**src/rtl/alu_flag_pkg.sv**
```systemverilog
package alu_flag_pkg;

  typedef enum logic [2:0] {
    OP_ADD = 3'd0,
    OP_SUB = 3'd1,
    OP_AND = 3'd2,
    OP_OR  = 3'd3,
    OP_SLL = 3'd4,
    OP_SRL = 3'd5,
    OP_SRA = 3'd6,
    OP_ROL = 3'd7
  } alu_op_e;

  typedef enum logic [1:0] {
    SH_LEFT  = 2'd0,
    SH_RIGHT = 2'd1,
    SH_ARITH = 2'd2,
    SH_ROT   = 2'd3
  } shift_mode_e;

  typedef struct packed {
    logic z;
    logic v;
    logic n;
  } cond_flags_t;

endpackage

```
**src/rtl/alu_addsub.sv**
```systemverilog
module alu_addsub #(
  parameter int W = 16
) (
  input  logic [W-1:0] a,
  input  logic [W-1:0] b,
  input  logic         sub,
  output logic [W-1:0] sum,
  output logic         ovf
);
  logic [W-1:0] b_eff;

  // subtraction as a + ~b + 1
  assign b_eff = sub ? ~b : b;
  assign sum   = a + b_eff + {{(W-1){1'b0}}, sub};
  // overflow: both addends agree in sign, result disagrees
  assign ovf   = (a[W-1] == b_eff[W-1]) && (sum[W-1] != a[W-1]);
endmodule

```
**src/rtl/alu_shifter.sv**
```systemverilog
module alu_shifter
  import alu_flag_pkg::*;
#(
  parameter int W   = 16,
  parameter int SHW = $clog2(W)
) (
  input  logic [W-1:0]   a,
  input  logic [SHW-1:0] amt,
  input  shift_mode_e    mode,
  output logic [W-1:0]   y
);
  logic [W-1:0] stage [SHW+1];

  assign stage[0] = a;

  // logarithmic barrel: stage i moves by 2**i when amt[i] is set
  for (genvar i = 0; i < SHW; i++) begin : g_stage
    localparam int D = 1 << i;
    logic [W-1:0] in_v;
    logic [W-1:0] moved;
    assign in_v = stage[i];
    always_comb begin
      unique case (mode)
        SH_LEFT:  moved = {in_v[W-1-D:0], {D{1'b0}}};
        SH_RIGHT: moved = {{D{1'b0}}, in_v[W-1:D]};
        SH_ARITH: moved = {{D{in_v[W-1]}}, in_v[W-1:D]};
        default:  moved = {in_v[W-1-D:0], in_v[W-1:W-D]};
      endcase
    end
    assign stage[i+1] = amt[i] ? moved : in_v;
  end

  assign y = stage[SHW];
endmodule

```
**src/rtl/alu_flag_reg.sv**
```systemverilog
module alu_flag_reg
  import alu_flag_pkg::*;
(
  input  logic        clk,
  input  logic        rst,
  input  logic        wr,
  input  cond_flags_t d,
  output cond_flags_t q
);
  always_ff @(posedge clk) begin
    if (rst)     q <= '0;
    else if (wr) q <= d;
  end

  assert_reset_clears_R10: assert property (@(posedge clk)
    rst |=> (q == '0));

  assert_hold_without_write_R9: assert property (@(posedge clk) disable iff (rst)
    !wr |=> $stable(q));
endmodule

```
**src/rtl/alu_flags_unit.sv**
```systemverilog
module alu_flags_unit
  import alu_flag_pkg::*;
#(
  parameter int DATA_W = 16,
  parameter int SH_W   = $clog2(DATA_W)
) (
  input  logic              clk,
  input  logic              rst,
  input  logic [2:0]        op_sel,
  input  logic [DATA_W-1:0] opnd_a,
  input  logic [DATA_W-1:0] opnd_b,
  input  logic [SH_W-1:0]   shamt,
  input  logic              flag_we,
  output logic [DATA_W-1:0] result,
  output logic              flag_z,
  output logic              flag_v,
  output logic              flag_n
);
  localparam int MSB = DATA_W - 1;

  alu_op_e      op;
  logic [MSB:0] as_sum;
  logic         as_ovf;
  logic [MSB:0] sh_out;
  cond_flags_t  nxt_flags;
  cond_flags_t  cur_flags;
  logic         is_arith;
  logic         flags_wr;

  assign op = alu_op_e'(op_sel);

  alu_addsub #(.W(DATA_W)) u_addsub (
    .a   (opnd_a),
    .b   (opnd_b),
    .sub (op == OP_SUB),
    .sum (as_sum),
    .ovf (as_ovf)
  );

  alu_shifter #(.W(DATA_W), .SHW(SH_W)) u_shift (
    .a    (opnd_a),
    .amt  (shamt),
    .mode (shift_mode_e'(op_sel[1:0])),
    .y    (sh_out)
  );

  always_comb begin
    unique case (op)
      OP_ADD, OP_SUB: result = as_sum;
      OP_AND:         result = opnd_a & opnd_b;
      OP_OR:          result = opnd_a | opnd_b;
      default:        result = sh_out;
    endcase
  end

  // flag class: only the low half of the opcode space touches the flags
  assign is_arith  = (op == OP_ADD) || (op == OP_SUB);
  assign flags_wr  = flag_we && !op_sel[2];

  always_comb begin
    nxt_flags.z = (result == '0);
    nxt_flags.v = is_arith && as_ovf;
    nxt_flags.n = is_arith && (result[MSB] ^ as_ovf);
  end

  alu_flag_reg u_flags (
    .clk (clk),
    .rst (rst),
    .wr  (flags_wr),
    .d   (nxt_flags),
    .q   (cur_flags)
  );

  assign flag_z = cur_flags.z;
  assign flag_v = cur_flags.v;
  assign flag_n = cur_flags.n;

  assert_zero_tracks_result_R4: assert property (@(posedge clk) disable iff (rst)
    (flag_we && !op_sel[2]) |=> (flag_z == ($past(result) == '0)));

  assert_signed_overflow_R5: assert property (@(posedge clk) disable iff (rst)
    (flag_we && op_sel == 3'd0) |=>
      (flag_v == (($past(opnd_a[MSB]) == $past(opnd_b[MSB])) &&
                  ($past(result[MSB]) != $past(opnd_a[MSB])))));

  assert_negative_rule_R6: assert property (@(posedge clk) disable iff (rst)
    (flag_we && op_sel[2:1] == 2'b00) |=> (flag_n == ($past(result[MSB]) ^ flag_v)));

  assert_logic_clears_R7: assert property (@(posedge clk) disable iff (rst)
    (flag_we && op_sel[2:1] == 2'b01) |=> (!flag_v && !flag_n));

  assert_shift_keeps_flags_R8: assert property (@(posedge clk) disable iff (rst)
    op_sel[2] |=> ($stable(flag_z) && $stable(flag_v) && $stable(flag_n)));
endmodule

```
**config.mk**
```make
export PLATFORM = sky130hd
export DESIGN_NAME = alu_flags_unit
export DESIGN_NICKNAME = d
export VERILOG_FILES = /design/src/rtl/alu_flag_pkg.sv /design/src/rtl/alu_addsub.sv /design/src/rtl/alu_shifter.sv /design/src/rtl/alu_flag_reg.sv /design/src/rtl/alu_flags_unit.sv
export SDC_FILE = /design/constraint.sdc
export NUM_CORES = 1
export LEC_CHECK = 0
export BUFFER_PORTS_ARGS = -buffer_cell sky130_fd_sc_hd__buf_2
export CAP_MARGIN = 5
export CORE_MARGIN = 4
export CORE_UTILIZATION = 59
export CTS_BUF_LIST = sky130_fd_sc_hd__clkbuf_16
export CTS_CLUSTER_DIAMETER = 200
export DETAILED_ROUTE_END_ITERATION = 12
export HOLD_SLACK_MARGIN = 0.05
export PLACE_DENSITY_LB_ADDON = 0.3
export SYNTH_ARGS = -nofsm -noshare
export SYNTH_HDL_FRONTEND = slang
export SYNTH_SLANG_ARGS = --single-unit
```
**constraint.sdc**
```tcl
create_clock -name clk -period 4.55 [get_ports clk]
set_clock_uncertainty 0.2 [all_clocks]
set_input_delay 0.2275 -clock clk [delete_from_list [all_inputs] [get_ports clk]]
set_output_delay 0.2275 -clock clk [all_outputs]
set_load 0.01 [all_outputs]
```
==> out/summary.txt, run 1 <==
post-synth cell types: 76
fin nets: 616
fraction of layout cells with a size suffix above 1: 18.88%
CTS tree: yes
post-route setup slack: 0.4952 ns
DP Wirelength: 10.42 mm
worst min path class: in2reg
TritonRoute pass-1 iters: 5
Critical R2R Launch: u_flags.q[2]
post-placement cell area: 3846 sq um
largest area contributor in the netlist: ha_1
Yosys top cell area share: 5.569%
Max Cap Viol: 0
cell count after synthesis: 529
final hold vios: 0
GRT Total Usage: 37.40%
RR Endpoint: u_flags.q[2]
CP startpoint kind: primary input
largest net degree at the start of global routing: 64
Largest register FFs: 3
Peak supply drop: 287.7 uV
Via Count: 4561
CTS root buffer: clkbuf_16
Worst setup EP type: register
number of synthesized flops with an enable pin: 0
Total Die Area: 7405 sq um
FF-to-FF path depth: 2
Pwr Total: 0.7563 mW
sequential share of the synthesized area: 1.671%
commonest non-fill, non-tap cell in the layout: buf_2
Post-DRT Antenna Nets: 0
critical path class: in2reg
Synth Flop Type: dfxtp_1
antenna fix cells: 0
clock tree buffer depth: 2
hold path cells: 4
number of global-route vias before repair: 4320
Hold EP: u_flags.q[0]
Die H: 86.06 um
critical path fanouts, max: 14
Initial DRC Count: 697
Final GP Congestion: 1.070
Skew-Pair Late Insertion Delay: 0.22 ns
Rel. slew slack: 31.17%
Avg Inst Size Synth: 6.795 sq um
unrepaired setup endpoints after global routing: no
setup TNS: 0 ns
row cnt: 28
top post-synthesis cells by area: ha_1, xor2_1, nor2_1
Worst EP required: 4.46 ns
pre-CTS setup slack: 0.4890 ns
biggest registers after layout: u_flags.q (3)
initial antenna violation count: 0
mapped cell area: 3595 sq um
pwr/cell area: 192.2 nW/um^2
number of buffers created by CTS: 3
Reg with most FFs: u_flags.q
outcome: finished clean
I/O Buffers: 60
Final Instance Area: 3935 sq um
Area Growth Syn to Fin: 9.467%
achievable frequency: 0.2466 GHz
Slew @ Worst Pin: 1.032 ns
syn_nets: 588
placed insts: 626
vias per cell: 7.228
P_leak: 1.596 nW
GRT Residual Overflow: 0
max-slew violation count: 0
DRT Wirelength: 13.92 mm
post-layout minimum cycle time: 4.055 ns
first-pass GRT wire length: 22.31 mm
critical path arrival: 3.97 ns
fraction of registers with async set or reset after synthesis: 0%
drt drc: 0
flops & latches, synth: 3
DR WL/cell: 22.06 um
Clock Sinks: 3
core area: 5921 sq um
Final setup viols: 0
H-tree levels: 1
Synth Warn #: 0
Starting Density: 60.71%
R2R setup slack: 3.70 ns
Clock transition at path regs: 0.03 ns
Worst Hold Launch: flag_we
most frequent cells in the layout: buf_2, nor2_1, nand2_1
Final Cycle Share: 89.12%
Boundary Pins: 61
non-filler cells, final: 631
die width: 86.06 um
==> Yosys cell counts, drive strengths merged, types with 7 or more instances <==
cell	count
or3	9
nor2b	13
o21ai	34
mux2i	16
and3	7
xor2	22
a31oi	13
nand2b	11
buf	22
nor2	50
mux4	7
a211oi	14
clkbuf	25
xnor2	8
maj3	12
nand2	48
nor3	11
ha	16
a21oi	32
nand3	16
inv	14
o211ai	11
==> power by group <==
part	leakage, nW	switching [mW]	internal (mW)
registers	0.0243	0.000349	0.0272
logic	1.53	0.362	0.228
clock network	0.0423	0.0252	0.113
==> kinds of logic after synthesis <==
logic type | after synthesis | synth area share, %
fa+ha+maj | 29 | 9.468
simple gates | 200 | 28.09
compound gates | 177 | 34.70
flops | 3 | 1.671
xor+xnor | 30 | 7.832
mux | 29 | 10.72
buf+inv | 61 | 7.518
==> worst max-delay path: stages <==
cell and delay (ns):
buf_2 0.17, or2_2 0.34, nor2_1 0.18, buf_4 0.30
xor2_1 0.17, ha_1 0.30, a21oi_1 0.15, nor2b_1 0.07
or4_1 0.39, o21ai_0 0.45, o21ai_0 0.24, xor2_1 0.18
o221a_2 0.30, nand4b_1 0.23, o41ai_2 0.27
==> timing repair <==
item | CTS | global route
setup endpoints to repair | 0 | 0
setup buffers | 0 | 0
gates resized for setup | 0 | 0
hold buffers | 1 | 0
endpoints found under the hold margin | 1 | 0
==> layout make-up <==
type | count | area (sq um)
clock buffer | 3 | 75.07
tap | 75 | 93.84
inverter | 14 | 52.55
sequential | 3 | 60.06
timing repair buffer | 70 | 377.9
fill | 553 | 1986
clock inverter | 1 | 3.754
multi-input combinational | 465 | 3272
==> layer usage <==
metal	track usage, %	wire (um)	up-vias
li1	-	-	2065
met1	51.76	5317	2094
met2	58.93	6177	352
met3	5.860	1959	50
met4	12.23	463	0
met5	0	0	-
==> worst max-delay path by stage <==
stage	startpoint	depth (start not counted)	end	slack [ns]
3_3_place_gp	op_sel[1]	14	u_flags.q[2]	0.63
3_5_place_dp	op_sel[2]	15	u_flags.q[2]	0.49
4_1_cts	op_sel[2]	14	result[15]	0.58
5_1_grt	op_sel[2]	15	u_flags.q[2]	0.27
6_report	op_sel[2]	15	u_flags.q[2]	0.50
2_1_floorplan	op_sel[1]	16	u_flags.q[2]	0.25
==> metrics by stage <==
step | hold WS (ns) | util [%]
after floorplan | 0.09988 | -
after global placement | 0.2426 | 64.96
after detailed placement | 0.2459 | 64.96
after CTS | 0.2837 | 66.46
after global routing | 0.3565 | 66.46
final | 0.3122 | 66.46
Note: power is estimated with default switching activity, not from simulation.
==> inputs of run 2 (changes only) <==
--- a/config.mk
+++ b/config.mk
@@ -14,6 +14,7 @@
 export DETAILED_ROUTE_END_ITERATION = 12
 export HOLD_SLACK_MARGIN = 0.05
 export PLACE_DENSITY_LB_ADDON = 0.3
+export REMOVE_ABC_BUFFERS = 1
 export SYNTH_ARGS = -nofsm -noshare
 export SYNTH_HDL_FRONTEND = slang
 export SYNTH_SLANG_ARGS = --single-unit
==> run 2 against run 1 <==
  * Hold slack got worse by 0.041 ns
  * Non-clock buffer count is 2 higher
  * Count of clock-buffer cells in the layout stayed put
  * Worst setup slack better by 0.086 ns
  * Utilization rose by 0.25 points
  * Combinational power decreased by 1%
  * First-iteration DRC count shrank 16%
  * Critical path depth shrank 1
==> out/summary.txt, run 2 (synthesis gave the netlist of run 1 again) <==
critical-path cell list: buf_2 > or2_2 > nor2_1 > buf_4 > xor2_1 > ha_1 > nor3_1 > a211oi_2 > or3_1 > a221oi_2 > o21ai_2 > xnor2_1 > o21a_1 > buf_2
fraction of layout cells with a size suffix above 1: 19.18%
final hold vios: 0
Post-DRT Antenna Nets: 0
Final Cycle Share: 87.23%
drt drc: 0
Internal: 0.3697 mW
Skew-Pair Late Insertion Delay: 0.22 ns
Crit path max-delay family: simple AND/OR/NAND/NOR gates
Worst path slowest cell: or3_1
count of buffer and inverter cells on the critical path: 3
initial antenna violation count: 0
Die H: 86.06 um
Reg with most FFs: u_flags.q
Via Count: 4570
I/O Buffers: 60
number of buffers created by CTS: 3
Slew @ Worst Pin: 0.9017 ns
Peak supply drop: 223.9 uV
number of global-route vias before repair: 4304
Final GP Congestion: 0.9927
vias per cell: 7.220
Clock Sinks: 3
Final setup viols: 0
fin nets: 618
CTS root buffer: clkbuf_16
antenna fix cells: 0
Final Instance Area: 3950 sq um
Total Die Area: 7405 sq um
Worst EP required: 4.12 ns
outcome: finished clean
sw frac: 50.80%
largest net degree at the start of global routing: 47
TritonRoute pass-1 iters: 6
H-tree levels: 1
core area: 5921 sq um
CP startpoint kind: primary input
Crit path largest cell delay: 0.42 ns
CTS tree: yes
GRT Total Usage: 36.93%
row cnt: 28
most frequent cells in the layout: buf_2, nor2_1, nand2_1
unrepaired setup endpoints after global routing: no
most used cell, CP: buf_2
critical path arrival: 3.54 ns
P_leak: 1.606 nW
Clk pwr share: 18.7%
Reg power frac: 3.7%
Worst setup EP type: output pin
DP Wirelength: 10.35 mm
Area Growth Syn to Fin: 9.885%
Pwr Total: 0.7515 mW
DR WL/cell: 21.75 um
pwr/cell area: 190.2 nW/um^2
Starting Density: 60.71%
post-CTS sizing: 0
combinational fraction of design power: 77.7%
post-layout minimum cycle time: 3.969 ns
Psw: 0.3818 mW
CTS Hold Bufs: 1
critical path fanouts, max: 15
Rel. slew slack: 39.84%
Largest register FFs: 3
clock tree buffer depth: 2
commonest non-fill, non-tap cell in the layout: buf_2
Clock transition at path regs: 0.03 ns
DRT Wirelength: 13.77 mm
max-slew violation count: 0
biggest registers after layout: u_flags.q (3)
critical path class: in2out
die width: 86.06 um
setup TNS: 0 ns
GRT Residual Overflow: 0
Initial DRC Count: 584
achievable frequency: 0.2520 GHz
worst min path class: in2reg
Boundary Pins: 61
Max Cap Viol: 0
first-pass GRT wire length: 21.99 mm
Post-CTS Setup Bufs: 0
post-placement cell area: 3861 sq um
final hold slack: 0.2716 ns
run 2: worst paths after layout:
path | to | start | slack (ns) | depth (start not counted)
worst max-delay path | result[15] | op_sel[1] | 0.58 | 14
worst min-delay path | u_flags.q[2] | flag_we | 0.27 | 4
worst max register to register | u_flags.q[1] | u_flags.q[1] | 3.70 | 2
worst min register to register | u_flags.q[2] | u_flags.q[2] | 0.31 | 2
run 2: layout make-up:
type | count | area, sq um
Multi-Input combinational cell | 465 | 3272
Inverter | 14 | 52.55
Tap cell | 75 | 93.84
Timing Repair Buffer | 72 | 392.9
Fill cell | 535 | 1971
Clock inverter | 1 | 3.754
Sequential cell | 3 | 60.06
Clock buffer | 3 | 75.07
run 2: tightest hold or removal path, delay by kind of cell:
kind	cells	cell delay, ns
AND/OR/NAND/NOR	2	0.27
buffers and inverters	1	0.08
AO/OA/AOI/OAI	1	0.07
run 2: routing by layer:
metal	part of all wire (%)	wire, um	track usage [%]	vias up
met4	3.3	450	12.23	0
met1	40	5551	50.52	2108
li1	-	-	-	2065
met3	11	1533	6.532	52
met2	45	6233	58.30	345
met5	0	0	0	-
run 2: power groups by stage:
stage | Combinational, mW | Clock, mW | Sequential (mW)
3_3_place_gp | 0.555 | 0 | 0.0279
3_5_place_dp | 0.563 | 0 | 0.0279
5_1_grt | 0.629 | 0.144 | 0.0276
2_1_floorplan | 0.362 | 0 | 0.0283
4_1_cts | 0.567 | 0.140 | 0.0276
6_report | 0.584 | 0.140 | 0.0276
run 2: per-stage QoR:
stage	utilization [%]	instances	setup slack, ns
CTS	66.72	633	0.6236
global route	66.72	633	0.4054
floorplan	-	482	0.4723
detailed placement	65.22	628	0.5275
finish	66.72	633	0.5812
global placement	65.22	628	0.6870
==> inputs of run 3 (changes only) <==
--- a/config.mk
+++ b/config.mk
@@ -8,7 +8,7 @@
 export BUFFER_PORTS_ARGS = -buffer_cell sky130_fd_sc_hd__buf_2
 export CAP_MARGIN = 5
 export CORE_MARGIN = 4
-export CORE_UTILIZATION = 59
+export CORE_UTILIZATION = 54
 export CTS_BUF_LIST = sky130_fd_sc_hd__clkbuf_16
 export CTS_CLUSTER_DIAMETER = 200
 export DETAILED_ROUTE_END_ITERATION = 12
==> constraint.sdc (replaced) <==
create_clock -name clk -period 3.25 [get_ports clk]
set_clock_uncertainty 0.2 [all_clocks]
set_input_delay 0.1625 -clock clk [delete_from_list [all_inputs] [get_ports clk]]
set_output_delay 0.1625 -clock clk [all_outputs]
set_load 0.01 [all_outputs]
==> run 3 against run 2 <==
  * The flow now finishes with violations (setup timing)
  * Sequential cell count did not move
  * First-iteration DRC count rose by 47%
  * Critical path depth decreased by 2
  * Combinational power rose by 95%
  * Global-route usage is 0.54 points higher
  * Via count increased by 12%
  * Count of clock-buffer cells in the layout did not move
  * Sequential power up 41%
  * Non-clock buffer count increased by 87
  * Critical endpoint is now u_flags.q[2]
==> out/summary.txt, run 3 (synthesis gave the netlist of run 1 again) <==
vias per cell: 7.109
placed insts: 702
first-pass GRT wire length: 23.23 mm
Clk pwr share: 15.0%
Internal: 0.7185 mW
failing checks: setup timing
final hold slack: 0.2406 ns
unrepaired setup endpoints after global routing: yes
Rel. slew slack: 59.06%
fraction of layout cells with a size suffix above 1: 36.43%
most frequent cells in the layout: buf_4, buf_2, nand2_1
antenna fix cells: 0
Total Die Area: 8026 sq um
Boundary Pins: 61
pwr/cell area: 275.9 nW/um^2
DR WL/cell: 22.74 um
Peak supply drop: 226.1 uV
largest net degree at the start of global routing: 46
GRT Residual Overflow: 0
I/O Buffers: 60
outcome: complete, but fails checks
Psw: 0.6638 mW
drt drc: 0
P_leak: 2.126 nW
CTS tree: yes
CTS root buffer: clkbuf_16
Slew @ Worst Pin: 0.6064 ns
Reg with most FFs: u_flags.q
pre-CTS setup slack: -0.5041 ns
Clock Sinks: 3
sw frac: 48.02%
critical path fanouts, max: 16
number of global-route vias before repair: 4429
Final setup viols: 8
Skew-Pair Late Insertion Delay: 0.23 ns
R2R setup slack: 2.42 ns
number of buffers created by CTS: 3
Worst setup EP type: register
combinational fraction of design power: 82.2%
H-tree levels: 1
initial antenna violation count: 0
post-layout minimum cycle time: 3.379 ns
worst min path class: in2reg
commonest non-fill, non-tap cell in the layout: buf_4
post-route setup slack: -0.1293 ns
fin nets: 705
Largest register FFs: 3
GRT Total Usage: 37.47%
clock tree buffer depth: 2
Final GP Congestion: 1.045
critical path arrival: 3.32 ns
Clock transition at path regs: 0.04 ns
row cnt: 29
Reg power frac: 2.8%
achievable frequency: 0.2959 GHz
Final Cycle Share: 104.0%
biggest registers after layout: u_flags.q (3)
die width: 89.59 um
Starting Density: 55.97%
core area: 6422 sq um
Max Cap Viol: 0
non-filler cells, final: 722
critical path class: in2reg
max-slew violation count: 0
Area Growth Syn to Fin: 39.37%
final hold vios: 0
DP Wirelength: 11.55 mm
Worst EP required: 3.19 ns
TritonRoute pass-1 iters: 7
Pwr Total: 1.382 mW
Initial DRC Count: 861
utilization after layout: 78.01%
Post-DRT Antenna Nets: 0
DRT Wirelength: 16.42 mm
Via Count: 5133
Die H: 89.59 um
CP startpoint kind: primary input
run 3: cell types whose count changed in the layout (fill, tap and decap cells not counted), moves of 5 or more:
cell / before / now
o21ai_0: 33 / 27
a211oi_1: 13 / 8
buf_4: 11 / 83
buf_6: 0 / 16
buf_2: 60 / 55
run 3: routing by layer:
| layer | share of wire [%] | wire, um | vias to the layer above | track usage [%] |
|---|---|---|---|---|
| met5 | 0 | 0 | - | 0 |
| met4 | 5.0 | 827 | 0 | 15.29 |
| met3 | 12 | 1891 | 85 | 5.383 |
| met2 | 46 | 7579 | 417 | 59.97 |
| met1 | 37 | 6121 | 2388 | 50.30 |
| li1 | - | - | 2243 | - |
run 3: final cells by class:
type	count	area, sq um
Multi-Input combinational cell	465	3558
Fill cell	500	1413
Timing Repair Buffer	159	1164
Tap cell	77	96.34
Clock buffer	3	75.07
Sequential cell	3	60.06
Inverter	14	52.55
Clock inverter	1	3.754
run 3: worst paths after layout:
kind                start            to  cells after the start
max             op_sel[0]  u_flags.q[2]                     12
min reg2reg  u_flags.q[1]  u_flags.q[1]                      2
max reg2reg  u_flags.q[2]  u_flags.q[2]                      2
min               flag_we  u_flags.q[2]                      4
run 3: timing repair:
item / in CTS / in global routing
resized for setup: 32 / 55
pin swaps: 18 / 28
setup endpoints to repair: 16 / 17
buffers inserted: 5 / 10
hold buffers: 1 / 0
hold endpoints to repair: 1 / 0
run 3: per-stage QoR:
step / area (sq um) / TNS, ns
floorplan: 3377 / -4.773
global placement: 4417 / -2.625
detailed placement: 4417 / -4.071
CTS: 4676 / -0.08764
global route: 5010 / -2.634
finish: 5010 / -0.5425
run 3: worst max-delay path, cell delays in order:
cell and delay (ns):
buf_2 0.11, buf_4 0.14, buf_6 0.17, xnor2_4 0.30, mux4_2 0.60, and2_1 0.19, o22ai_2 0.17, a31oi_1 0.16
or4b_4 0.54, nor4_4 0.36, nand4b_1 0.19, o41ai_2 0.22
run 3: power groups by stage:
stage	logic, mW	registers [mW]	clock network (mW)
5_1_grt	1.20	0.0389	0.208
3_5_place_dp	0.931	0.0391	0
2_1_floorplan	0.507	0.0396	0
3_3_place_gp	0.915	0.0391	0
4_1_cts	0.995	0.0386	0.192
6_report	1.14	0.0388	0.207
